### config.mk
export PLATFORM = sky130hd
export DESIGN_NAME = dec_test_counter
export DESIGN_NICKNAME = d
export VERILOG_FILES = /design/src/rtl/dtc_pkg.sv /design/src/rtl/dtc_tick_edge.sv /design/src/rtl/dtc_down_core.sv /design/src/rtl/dtc_wrap_route.sv /design/src/rtl/dec_test_counter.sv
export SDC_FILE = /design/constraint.sdc
export NUM_CORES = 1
export LEC_CHECK = 0
export ABC_AREA = 1
export BUFFER_PORTS_ARGS = -buffer_cell sky130_fd_sc_hd__buf_2
export CAP_MARGIN = 30
export CORE_MARGIN = 5
export CORE_UTILIZATION = 45
export CTS_CLUSTER_SIZE = 25
export DETAILED_ROUTE_END_ITERATION = 16
export GPL_TIMING_DRIVEN = 0
export PLACE_DENSITY = 0.76
export SYNTH_ARGS = -nofsm -noshare
export SYNTH_HDL_FRONTEND = slang
export SYNTH_SLANG_ARGS = --single-unit
### constraint.sdc
create_clock -name clk -period 1.6 [get_ports clk]
set_clock_uncertainty 0.2 [all_clocks]
set_input_delay 0.16 -clock clk [delete_from_list [all_inputs] [get_ports clk]]
set_output_delay 0.16 -clock clk [all_outputs]
set_load 0.005 [all_outputs]
### src/rtl/dtc_pkg.sv
package dtc_pkg;
   typedef enum logic {
      MODE_LOOP   = 1'b0,
      MODE_TIMING = 1'b1
   } dtc_mode_e;
endpackage

### src/rtl/dtc_tick_edge.sv
// Synchronizes an asynchronous tick and emits one pulse per rising edge.
module dtc_tick_edge #(
   parameter int STAGES = 2
) (
   input  logic clk,
   input  logic rst_n,
   input  logic tick_in,
   output logic rise
);
   initial begin
      if (STAGES < 2) $error("dtc_tick_edge: STAGES must be at least 2");
   end

   logic [STAGES-1:0] sync_q;
   logic              prev_q;

   generate
      for (genvar i = 0; i < STAGES; i++) begin : g_sync
         if (i == 0) begin : g_first
            always_ff @(posedge clk) begin
               if (!rst_n) sync_q[0] <= 1'b0;
               else        sync_q[0] <= tick_in;
            end
         end else begin : g_next
            always_ff @(posedge clk) begin
               if (!rst_n) sync_q[i] <= 1'b0;
               else        sync_q[i] <= sync_q[i-1];
            end
         end
      end
   endgenerate

   always_ff @(posedge clk) begin
      if (!rst_n) prev_q <= 1'b0;
      else        prev_q <= sync_q[STAGES-1];
   end

   assign rise = sync_q[STAGES-1] & ~prev_q;

   AST_ONE_RISE_PER_EDGE: assert property (@(posedge clk) disable iff (!rst_n)
      rise |=> !rise);
endmodule

### src/rtl/dtc_down_core.sv
// Loadable two's-complement down-counter with underflow detect.
module dtc_down_core #(
   parameter int W = 24
) (
   input  logic         clk,
   input  logic         rst_n,
   input  logic         load_en,
   input  logic [W-1:0] load_val,
   input  logic         dec_en,
   output logic [W-1:0] count,
   output logic         wrap
);
   localparam logic [W-1:0] ZERO = '0;
   localparam logic [W-1:0] ONE  = W'(1);

   initial begin
      if (W < 2) $error("dtc_down_core: W must be at least 2");
   end

   logic [W-1:0] cnt_q;

   always_ff @(posedge clk) begin
      if (!rst_n)      cnt_q <= ZERO;
      else if (load_en) cnt_q <= load_val;
      else if (dec_en)  cnt_q <= cnt_q - ONE;
   end

   assign count = cnt_q;
   assign wrap  = dec_en && !load_en && (cnt_q == ZERO);

   AST_LOAD_WINS: assert property (@(posedge clk) disable iff (!rst_n)
      load_en |=> (count == $past(load_val)));
   AST_DEC_STEP: assert property (@(posedge clk) disable iff (!rst_n)
      (dec_en && !load_en) |=> (count == $past(count) - ONE));
endmodule

### src/rtl/dtc_wrap_route.sv
// Routes an underflow either to an interrupt pulse or to the loop test flag.
module dtc_wrap_route
   import dtc_pkg::*;
(
   input  logic      clk,
   input  logic      rst_n,
   input  dtc_mode_e mode,
   input  logic      wrap,
   input  logic      flag_set,
   output logic      irq,
   output logic      test_flag
);
   logic irq_q, flag_q;

   always_ff @(posedge clk) begin
      if (!rst_n) irq_q <= 1'b0;
      else        irq_q <= wrap && (mode == MODE_TIMING);
   end

   always_ff @(posedge clk) begin
      if (!rst_n)                              flag_q <= 1'b0;
      else if (flag_set)                       flag_q <= 1'b1;
      else if (wrap && (mode == MODE_LOOP))    flag_q <= 1'b0;
   end

   assign irq       = irq_q;
   assign test_flag = flag_q;

   AST_IRQ_SINGLE: assert property (@(posedge clk) disable iff (!rst_n)
      irq |=> !irq);
   AST_LOOP_NO_IRQ: assert property (@(posedge clk) disable iff (!rst_n)
      (wrap && mode == MODE_LOOP) |=> !irq);
   AST_LOOP_FLAG_CLEAR: assert property (@(posedge clk) disable iff (!rst_n)
      (wrap && mode == MODE_LOOP && !flag_set) |=> !test_flag);
endmodule

### src/rtl/dec_test_counter.sv
module dec_test_counter
   import dtc_pkg::*;
#(
   parameter int W           = 24,
   parameter int SYNC_STAGES = 2
) (
   input  logic         clk,
   input  logic         rst_n,
   input  logic         mode,
   input  logic         load_en,
   input  logic [W-1:0] load_val,
   input  logic         dec_strobe,
   input  logic         line_tick,
   input  logic         flag_set,
   output logic [W-1:0] count,
   output logic         test_flag,
   output logic         irq
);
   dtc_mode_e mode_e;
   logic      tick_rise, dec_en, wrap;

   assign mode_e = dtc_mode_e'(mode);

   dtc_tick_edge #(.STAGES(SYNC_STAGES)) i_tick (
      .clk(clk), .rst_n(rst_n), .tick_in(line_tick), .rise(tick_rise));

   assign dec_en = (mode_e == MODE_TIMING) ? tick_rise : dec_strobe;

   dtc_down_core #(.W(W)) i_core (
      .clk(clk), .rst_n(rst_n), .load_en(load_en), .load_val(load_val),
      .dec_en(dec_en), .count(count), .wrap(wrap));

   dtc_wrap_route i_route (
      .clk(clk), .rst_n(rst_n), .mode(mode_e), .wrap(wrap),
      .flag_set(flag_set), .irq(irq), .test_flag(test_flag));

   AST_RESET_STATE: assert property (@(posedge clk)
      !rst_n |=> (count == '0 && !test_flag && !irq));
endmodule

==> summary.md <==
| Metric | Value |
|---|---|
| GRT Resource Usage Total | `0.1950` |
| Area growth from synthesis to final layout | `35.40%` |
| DR vias | `2,139` |
| Post-DP HPWL | `3943 um` |
| Power consumption | `2.122 mW` |
| Final hold vios | `0` |
| Achievable clock frequency | `0.6547 GHz` |
| DRC Markers | `0` |
| Initial antenna violation count | `0` |
| Root buffer cell | `clkbuf_8` |
| Net count, final | `423` |
| Grt total ovfl | `0` |
| Slew Limit Fails | `0` |
| Port bufs | `55` |
| Crit Path Class | `reg2reg` |
| Clk slew on worst S/H paths | `0.06 ns` |
| Slew Limit Headroom | `0.7719` |
| Worst Setup SP | `i_core.count[2]` |
| Htree depth | `2` |
| Clock sink count | `29` |
| Most common cell in the netlist | `nand2_1` |
| CTS tree | `yes` |
| Vias/cell | `4.861` |
| RePlAce Congestion | `0.8779` |
| Critical path fanouts, max | `6` |
| Ports | `57` |
| Post-Syn Nets | `343` |
| Worst min path class | `in2reg` |
| Synth area leader | `dfxtp_1` |
| Worst Tran Pin Value | `0.3422 ns` |
| Power Density | `810.7 mW/mm^2` |
| Share of cells above drive strength 1 | `0.3077` |
| Final ANT Viol Nets | `0` |
| Num CTS Buffers | `5` |
| Share of flip-flops with an asynchronous set or reset | `0` |
| ANT cells | `0` |
| Hold path start | `load_val[7]` |
| Max clock buf depth | `2` |
| Setup repair after global routing missed its margin | `true` |
| Core box area | `0.004086 mm^2` |
| Fin crit share | `0.9547` |
| Synth area leaders | `dfxtp_1 (30%), nand2_1 (17%), inv_1 (9.7%)` |
| Syn Area/Cell | `6.236 um^2` |
| Critical Path RT | `1.62 ns` |
| Synth top cells by count | `nand2_1 (90), inv_1 (50), nor2_1 (37)` |
| First-pass GRT wire length | `8493 um` |
| Cells after Synth | `310` |
| Final setup viols | `0` |
| Setup_tns | `0 ns` |
| Filler cell count in the final layout | `382` |
| Seq cells post-synth | `29` |
| Detailed Route Iter0 Violations | `149` |
| Synth Warn # | `0` |
| Skew-Pair Late Insertion Delay | `0.28 ns` |
| Maxcap violations | `0` |
| # rows | `23` |
| Synth top area share | `0.3003` |
| Crit path DAT | `1.55 ns` |
| Post-Route WL | `5464 um` |
| Status | `complete, no violations` |
| Synth cell types | `26` |
| Routed WL per cell | `12.42 um` |
| Utilization after layout | `0.6405` |
| Die area | `0.005706 mm^2` |
| Syn Std Cell Area | `0.001933 mm^2` |
| DIE WIDTH | `75.54 um` |
| Crit path time final | `1.528 ns` |
| Largest net degree at the start of global routing | `11` |
| Worst VDD drop | `0.3806 mV` |
| Worst reg2reg path startpoint | `i_core.count[2]` |
| 1st-pass router iterations | `4` |
| EDFF count, synth | `0` |
| Leakage | `1.285 nW` |
| CP endpoint kind | `flip-flop` |
| Die H | `75.54 um` |
| Crit start category | `flip-flop` |
| Vias in the first global route | `1,880` |
| Top_reg_cell synth | `dfxtp_1` |
| Seq/Total Area, Yosys | `0.3003` |
| Initial Utilization | `0.4731` |
[where the power goes]
part / internal (mW) / switching (mW)
Combinational: 0.276 / 0.388
Clock: 0.341 / 0.281
Sequential: 0.773 / 0.0635
Total: 1.39 / 0.732
[path summary, 6_finish.rpt]
kind                 endpoint  slack (ns)  cells after the start
min           i_core.count[7]       0.005                      5
min reg2reg  i_tick.sync_q[1]        0.23                      2
max          i_core.count[17]        0.07                      8
max reg2reg  i_core.count[17]        0.07                      8
[sequential cells by signal, summed over array words and instances (netlist names)]
| signal | count |
|---|---|
| i_route.test_flag | 1 |
| i_route.irq | 1 |
| i_tick.sync_q | 2 |
| i_core.count | 24 |
| i_tick.prev_q | 1 |
[layout by cell type (no fill, tap or decap), types with 4 or more instances in the layout]
cell	netlist	routed
dfxtp_1	29	22
nand2_1	90	86
nand3_1	12	11
a21oi_2	1	4
a31oi_1	7	7
nand2_2	5	8
nor2_2	2	10
a21oi_1	18	15
o21ai_1	4	4
nor2_4	6	8
inv_1	50	48
clkbuf_8	0	6
buf_2	2	57
nor2_1	37	27
dlygate4sd3_1	0	13
xor2_1	11	11
nand4_1	8	8
buf_4	2	7
o21ai_0	14	14
dfxtp_2	0	7
[metal layers]
metal | global-route usage | vias up | part of all wire
met1 | 0.2492 | 948 | 0.44
met4 | 0.05243 | 0 | 0.012
met5 | 0 | - | 0
li1 | - | 1114 | -
met3 | 0.04222 | 7 | 0.072
met2 | 0.3317 | 70 | 0.47
[through the flow]
| stage | instance area (um^2) | instances | hold slack, ns | setup slack (ns) |
|---|---|---|---|---|
| final | 2618 | 440 | 0.004611 | 0.07247 |
| after global routing | 2618 | 440 | 0.03300 | -0.04286 |
| after CTS | 2510 | 435 | 0.01171 | 0.01705 |
| after detailed placement | 2271 | 415 | 0.1509 | -0.09303 |
| after global placement | 2271 | 415 | 0.1450 | -0.07880 |
| after floorplan | 1933 | 310 | 0.05345 | 0.05287 |
[area by class of cell]
class | instances | area, um^2 | share of cell area
clock buffers | 7 | 86.33 | 0.03298
inverters | 51 | 193.9 | 0.07409
well taps | 50 | 62.56 | 0.02390
plain buffers | 8 | 50.05 | 0.01912
repair buffers | 73 | 442.9 | 0.1692
multi-input cells | 222 | 1192 | 0.4555
flip-flops and latches | 29 | 589.3 | 0.2251
[kinds of logic after synthesis]
kind of cell,Yosys count,synth area share
simple gates,162,0.3754
xor+xnor,12,0.05437
flops,29,0.3003
buf+inv,59,0.1236
fa+ha+maj,2,0.01294
compound gates,46,0.1333
[worst max-delay path, cell delays in order, from the launching register on]
cell and delay, ns:
dfxtp_2 0.35, nor2_1 0.12, nand2_2 0.12, nor2_4 0.21
buf_4 0.14, nand3_1 0.07, nand2_1 0.06, nand3_1 0.07
a21oi_1 0.11
[what timing repair did]
action                                 4_1_cts  5_1_grt
setup endpoints to repair                    9       21
resized for setup                            6       31
setup buffers                                0        5
cloned                                       0        0
pin swaps                                    2       10
endpoints found under the hold margin       13        0
hold buffers                                13        0
Power figures use the tool's default switching activity.
